===== src/rtl/pipeadc_pkg.sv =====
package pipeadc_pkg;

  // Edges between the first and the last stage group of one sample
  function automatic int skew_of(input int nstages, input int per_cycle);
    return (nstages - 1) / per_cycle;
  endfunction

  // Depth of the delay chain for zero-based stage index idx
  function automatic int chain_depth(input int nstages, input int per_cycle, input int idx);
    return skew_of(nstages, per_cycle) - idx / per_cycle + 1;
  endfunction

endpackage


===== src/rtl/pipeadc_stage_align.sv =====
module pipeadc_stage_align
  import pipeadc_pkg::*;
#(
  parameter int NSTAGES = 7,
  parameter int CODE_W  = 2,
  parameter int SPC     = 2
) (
  input  logic                        clk,
  input  logic                        rst_n,
  input  logic [NSTAGES*CODE_W-1:0]   codes_in,
  output logic [NSTAGES*CODE_W-1:0]   codes_out
);

  for (genvar i = 0; i < NSTAGES; i++) begin : g_stage
    localparam int DEPTH = chain_depth(NSTAGES, SPC, i);
    logic [CODE_W-1:0] dly [DEPTH];

    always_ff @(posedge clk or negedge rst_n) begin
      if (!rst_n) begin
        for (int j = 0; j < DEPTH; j++) dly[j] <= '0;
      end else begin
        dly[0] <= codes_in[i*CODE_W +: CODE_W];
        for (int j = 1; j < DEPTH; j++) dly[j] <= dly[j-1];
      end
    end

    assign codes_out[i*CODE_W +: CODE_W] = dly[DEPTH-1];
  end

endmodule


===== src/rtl/pipeadc_merge.sv =====
module pipeadc_merge #(
  parameter int NSTAGES = 7,
  parameter int CODE_W  = 2,
  parameter int OUT_W   = 8,
  parameter int OFFSET  = 32
) (
  input  logic [NSTAGES*CODE_W-1:0] aligned,
  output logic [OUT_W-1:0]          word
);

  localparam int MAXSUM = ((1 << CODE_W) - 1) * ((1 << NSTAGES) - 1);
  localparam int ACC_W  = $clog2(MAXSUM + OFFSET + 1) + 2;
  localparam int TOP    = (1 << OUT_W) - 1;

  logic signed [ACC_W-1:0] acc;

  always_comb begin
    acc = '0;
    acc = acc - $signed(ACC_W'(OFFSET));
    for (int i = 0; i < NSTAGES; i++) begin
      acc = acc + $signed(ACC_W'(aligned[i*CODE_W +: CODE_W]) << (NSTAGES - 1 - i));
    end
    if (acc < 0)
      word = '0;
    else if (acc > $signed(ACC_W'(TOP)))
      word = '1;
    else
      word = acc[OUT_W-1:0];
  end

endmodule


===== src/rtl/pipeadc_refill.sv =====
module pipeadc_refill #(
  parameter int LATENCY = 5
) (
  input  logic clk,
  input  logic rst_n,
  input  logic pwrdn,
  output logic filled
);

  localparam int CW = $clog2(LATENCY + 1);

  logic [CW-1:0] left;

  always_ff @(posedge clk or negedge rst_n) begin
    if (!rst_n)
      left <= CW'(LATENCY);
    else if (pwrdn)
      left <= CW'(LATENCY);
    else if (left != '0)
      left <= left - 1'b1;
  end

  assign filled = (left == '0) && !pwrdn;

endmodule


===== src/rtl/pipeadc_corrector.sv =====
module pipeadc_corrector
  import pipeadc_pkg::*;
#(
  parameter int NSTAGES = 7,
  parameter int CODE_W  = 2,
  parameter int SPC     = 2,
  parameter int OUT_W   = 8,
  parameter int OFFSET  = 32
) (
  input  logic                      clk,
  input  logic                      rst_n,
  input  logic [NSTAGES*CODE_W-1:0] stage_codes,
  input  logic                      pwrdn,
  input  logic                      oe_n,
  output logic [OUT_W-1:0]          data_out,
  output logic                      data_valid,
  output logic                      data_oe
);

  localparam int SKEW    = skew_of(NSTAGES, SPC);
  localparam int LATENCY = SKEW + 2;

  logic [NSTAGES*CODE_W-1:0] aligned;
  logic [OUT_W-1:0]          merged;

  pipeadc_stage_align #(
    .NSTAGES (NSTAGES),
    .CODE_W  (CODE_W),
    .SPC     (SPC)
  ) u_align (
    .clk       (clk),
    .rst_n     (rst_n),
    .codes_in  (stage_codes),
    .codes_out (aligned)
  );

  pipeadc_merge #(
    .NSTAGES (NSTAGES),
    .CODE_W  (CODE_W),
    .OUT_W   (OUT_W),
    .OFFSET  (OFFSET)
  ) u_merge (
    .aligned (aligned),
    .word    (merged)
  );

  pipeadc_refill #(
    .LATENCY (LATENCY)
  ) u_refill (
    .clk    (clk),
    .rst_n  (rst_n),
    .pwrdn  (pwrdn),
    .filled (data_valid)
  );

  always_ff @(posedge clk or negedge rst_n) begin
    if (!rst_n) data_out <= '0;
    else        data_out <= merged;
  end

  assign data_oe = !oe_n && !pwrdn;

endmodule


===== config.mk =====
export PLATFORM = sky130hd
export DESIGN_NAME = pipeadc_corrector
export DESIGN_NICKNAME = d
export VERILOG_FILES = /design/src/rtl/pipeadc_pkg.sv /design/src/rtl/pipeadc_stage_align.sv /design/src/rtl/pipeadc_merge.sv /design/src/rtl/pipeadc_refill.sv /design/src/rtl/pipeadc_corrector.sv
export SDC_FILE = /design/constraint.sdc
export NUM_CORES = 1
export LEC_CHECK = 0
export ABC_AREA = 1
export BUFFER_PORTS_ARGS = -buffer_cell sky130_fd_sc_hd__buf_2
export CAP_MARGIN = 20
export CORE_AREA = 3 3 62 64
export DETAILED_ROUTE_END_ITERATION = 10
export DIE_AREA = 0 0 65 67
export HOLD_SLACK_MARGIN = 0.08
export PLACE_DENSITY = 0.75
export RECOVER_POWER = 25
export SYNTH_ARGS = -nofsm -noshare
export SYNTH_HDL_FRONTEND = slang
export SYNTH_SLANG_ARGS = --single-unit

===== constraint.sdc =====
create_clock -name clk -period 2.45 [get_ports clk]
set_input_delay 0.49 -clock clk [delete_from_list [all_inputs] [get_ports clk]]
set_output_delay 0.49 -clock clk [all_outputs]
set_load 0.005 [all_outputs]

==> run_results.csv <==
group,metric,value,unit
status,status,"finished, final reports clean",
grt,grt_pass1_wl,3830,µm
critical_path,slowest_delay,550,ps
critical_path,start_kind,"flip-flop",
grt,grt_pass1_vias,982,
die,rows,21,
power_and_ir_drop,pwr-share-seq,0.536,
critical_path,path_class,"flip-flop to output pin",
synth,ys_ff_latch,49,
final_layout,diodes,0,
synth,post_synth_instance_area,1830,µm²
critical_path,ff2ff_setup_slack,570,ps
timing,finalHoldViolCount,0,
clock_network,clock_latency,340,ps
timing,fmax,0.516,GHz
timing,final-max-slew-violation-count,0,
placed_design,io_buffers,27,
power_and_ir_drop,p_comb_frac,0.141,
timing,period_share,0.791,
grt,gr-total-overflow,0,
route,num_vias,1051,
timing,slew_headroom,0.715,
synth,avgSynthCellArea,12.4,µm²
critical_path,critPathRequiredTime,1960,ps
die,initial_core_util,0.549,
power_and_ir_drop,switching_share,0.228,
die,pin_count,28,
route,first_pass_iters,4,
final_layout,final_cells,232,
timing,grt_setup_unrepaired,"false",
power_and_ir_drop,power_density,785,nW/µm²
route,routed_via_density,4.53,
min_path,hp-class,"input port to flip-flop",
power_and_ir_drop,p_int,1.30,mW
critical_path,r2r-end,"data_out[1]",
min_path,hold_end,"u_align.g_stage[1].dly[6]",
power_and_ir_drop,clkPwrFrac,0.322,
critical_path,crit_fanout,3,
critical_path,crit_path_end_kind,"output pin",
clock_network,numCtsBuffers,5,
route,ant_nets,0,
route,drc,0,
grt,grt_max_degree,22,
clock_network,cts_max_path_buffers,2,
placed_design,place_inst,223,
clock_network,cts_tree,"yes",
final_layout,drive_above_1_share,0.242,
grt,track_usage,0.124,
synth,ys_warn_count,0,
critical_path,slowest_stage,"dfstp_2",
route,wl,2270,µm
route,drt_iter0_drc,17,
die,die_area,4360,µm²
flow_run,cap_violations,0,
clock_network,htreeDepth,2,
clock_network,clockRootBuffer,"clkbuf_4",
critical_path,reg2reg_depth,9,
timing,finalClockSkew,5.19,ps
die,die_h,67,µm
min_path,hold_path_depth,1,
die,dieWidth,65,µm
route,wl_per_cell,9.76,µm
final_layout,multi_input_area,490,µm²
synth,yosysSeqAreaShare,0.671,
clock_network,clk_pin_slew,130,ps
timing,tightest_slew,428,ps
critical_path,critical_path.cell_chain,"inv_1 > ha_1 > nand2_1 > nor2_1 > buf_2",
timing,fin_tns_setup,0,ps
timing,setup_viol,0,
final_layout,layout.nets,219,
min_path,hp-start,"stage_codes[2]",
placed_design,gp_congestion,0.789,
final_layout,syn_to_final_growth,17.5,%
clock_network,cts.sinks,49,
critical_path,r2r_start,"u_align.codes_out[11]",
final_layout,num-fill-cells,275,
timing,period_needed,1940,ps
die,core_area,3340,µm²
grt,antenna_found_initial,0,
synth,synth_nets,182,
final_layout,seq_area,1230,µm²
power_and_ir_drop,leakage,1.14,nW
placed_design,dp_hpwl,1770,µm
synth,yosys.cell_types.count,21,
synth,syn_inst,148,
power_and_ir_drop,power.switching,0.384,mW
power_and_ir_drop,ir_worst_vdd,0.518,mV
critical_path,cp.arrival,1450,ps
[worst max-delay path by stage]
stage | start | end | slack, ps
2_1_floorplan | u_align.codes_out[8] | data_out[7] | 710
6_report | u_refill.left[0] | data_valid | 510
4_1_cts | u_refill.left[0] | data_valid | 480
5_1_grt | u_refill.left[0] | data_valid | 390
3_3_place_gp | u_align.codes_out[8] | data_out[1] | 650
3_5_place_dp | u_align.codes_out[11] | data_out[6] | 580
[placed cells by master, fill, tap and decap left out, drive strengths merged]
cell and instances:
fa 1, nand2 25, xnor2 1, clkbuf 5, nand4 1, a21boi 1, nand3 6, xor2 2
dfrtp 47, o21ai 1, clkinv 1, nor2 5, o31ai 1, a21oi 9, dlygate4sd3 1, bufinv 2
dfstp 2, ha 15, nand3b 1, buf 29, inv 30
[cell families after synthesis]
group / Yosys count / share of synthesized area
and+or+nand+nor: 38 / 0.100
xor gates and xnor gates: 3 / 0.0143
DFF: 49 / 0.671
adders and majority gates: 16 / 0.113
AOI/OAI and AO/OA: 12 / 0.0396
buffers and inverters: 30 / 0.0615
[synthesized netlist by cell type, drive strengths merged]
master	count	area, µm²
o21ai	1	5.00
nand3b	1	7.51
dfrtp	47	1180
fa	1	20.0
a21boi	1	11.3
xnor2	1	8.76
o31ai	1	7.51
nand3	6	47.6
nor2	5	26.3
dfstp	2	52.6
nand2	25	96.4
xor2	2	17.5
a21oi	9	48.8
nand4	1	6.26
ha	15	188
inv	30	113
[registers in the layout (all words and copies together), names as in the netlist]
register / cells
u_align.g_stage.dly: 26
data_out: 8
u_refill.left: 3
u_align.codes_out: 12
[area by class of cell]
| type | count | share of cell area |
|---|---|---|
| Clock buffer | 5 | 0.0174 |
| Clock inverter | 3 | 0.0302 |
| Inverter | 30 | 0.0523 |
| Multi-Input combinational cell | 69 | 0.228 |
| Sequential cell | 49 | 0.571 |
| Tap cell | 46 | 0.0267 |
| Timing Repair Buffer | 30 | 0.0744 |
[through the flow]
step	util	hold slack [ps]	setup slack [ps]	power (mW)	cell area, µm²
2_1_floorplan	-	194	707	1.07	1830
3_3_place_gp	0.611	331	655	1.15	2040
3_5_place_dp	0.611	335	577	1.17	2040
4_1_cts	0.645	213	484	1.71	2150
5_1_grt	0.645	195	388	1.79	2150
6_report	0.645	238	512	1.69	2150
[per-layer routing]
metal	wire length [µm]	GRT usage
met1	853	0.114
met5	0	0
met2	1210	0.222
met4	57	0.0792
met3	147	0.0506
[what timing repair did]
| action | 4_1_cts | 5_1_grt |
|---|---|---|
| hold endpoints to repair | 19 | 0 |
| setup buffers | 0 | 0 |
| gates resized for setup | 0 | 0 |
| hold buffers | 1 | 0 |
| endpoints found under the setup margin | 0 | 0 |
[power by group through the flow]
stage / clock, mW / combinational (mW) / sequential [mW]
after floorplan: 0 / 0.145 / 0.924
after global placement: 0 / 0.230 / 0.919
after detailed placement: 0 / 0.242 / 0.923
after CTS: 0.561 / 0.245 / 0.907
after global routing: 0.601 / 0.277 / 0.912
final: 0.544 / 0.239 / 0.905
[worst max-delay path: cells and delay by family (launching register included)]
family	cells	cell delay [ps]
buf+inv	2	190
fa+ha+maj	1	200
flops	1	550
simple gates	2	160
Power figures use the tool's default switching activity.
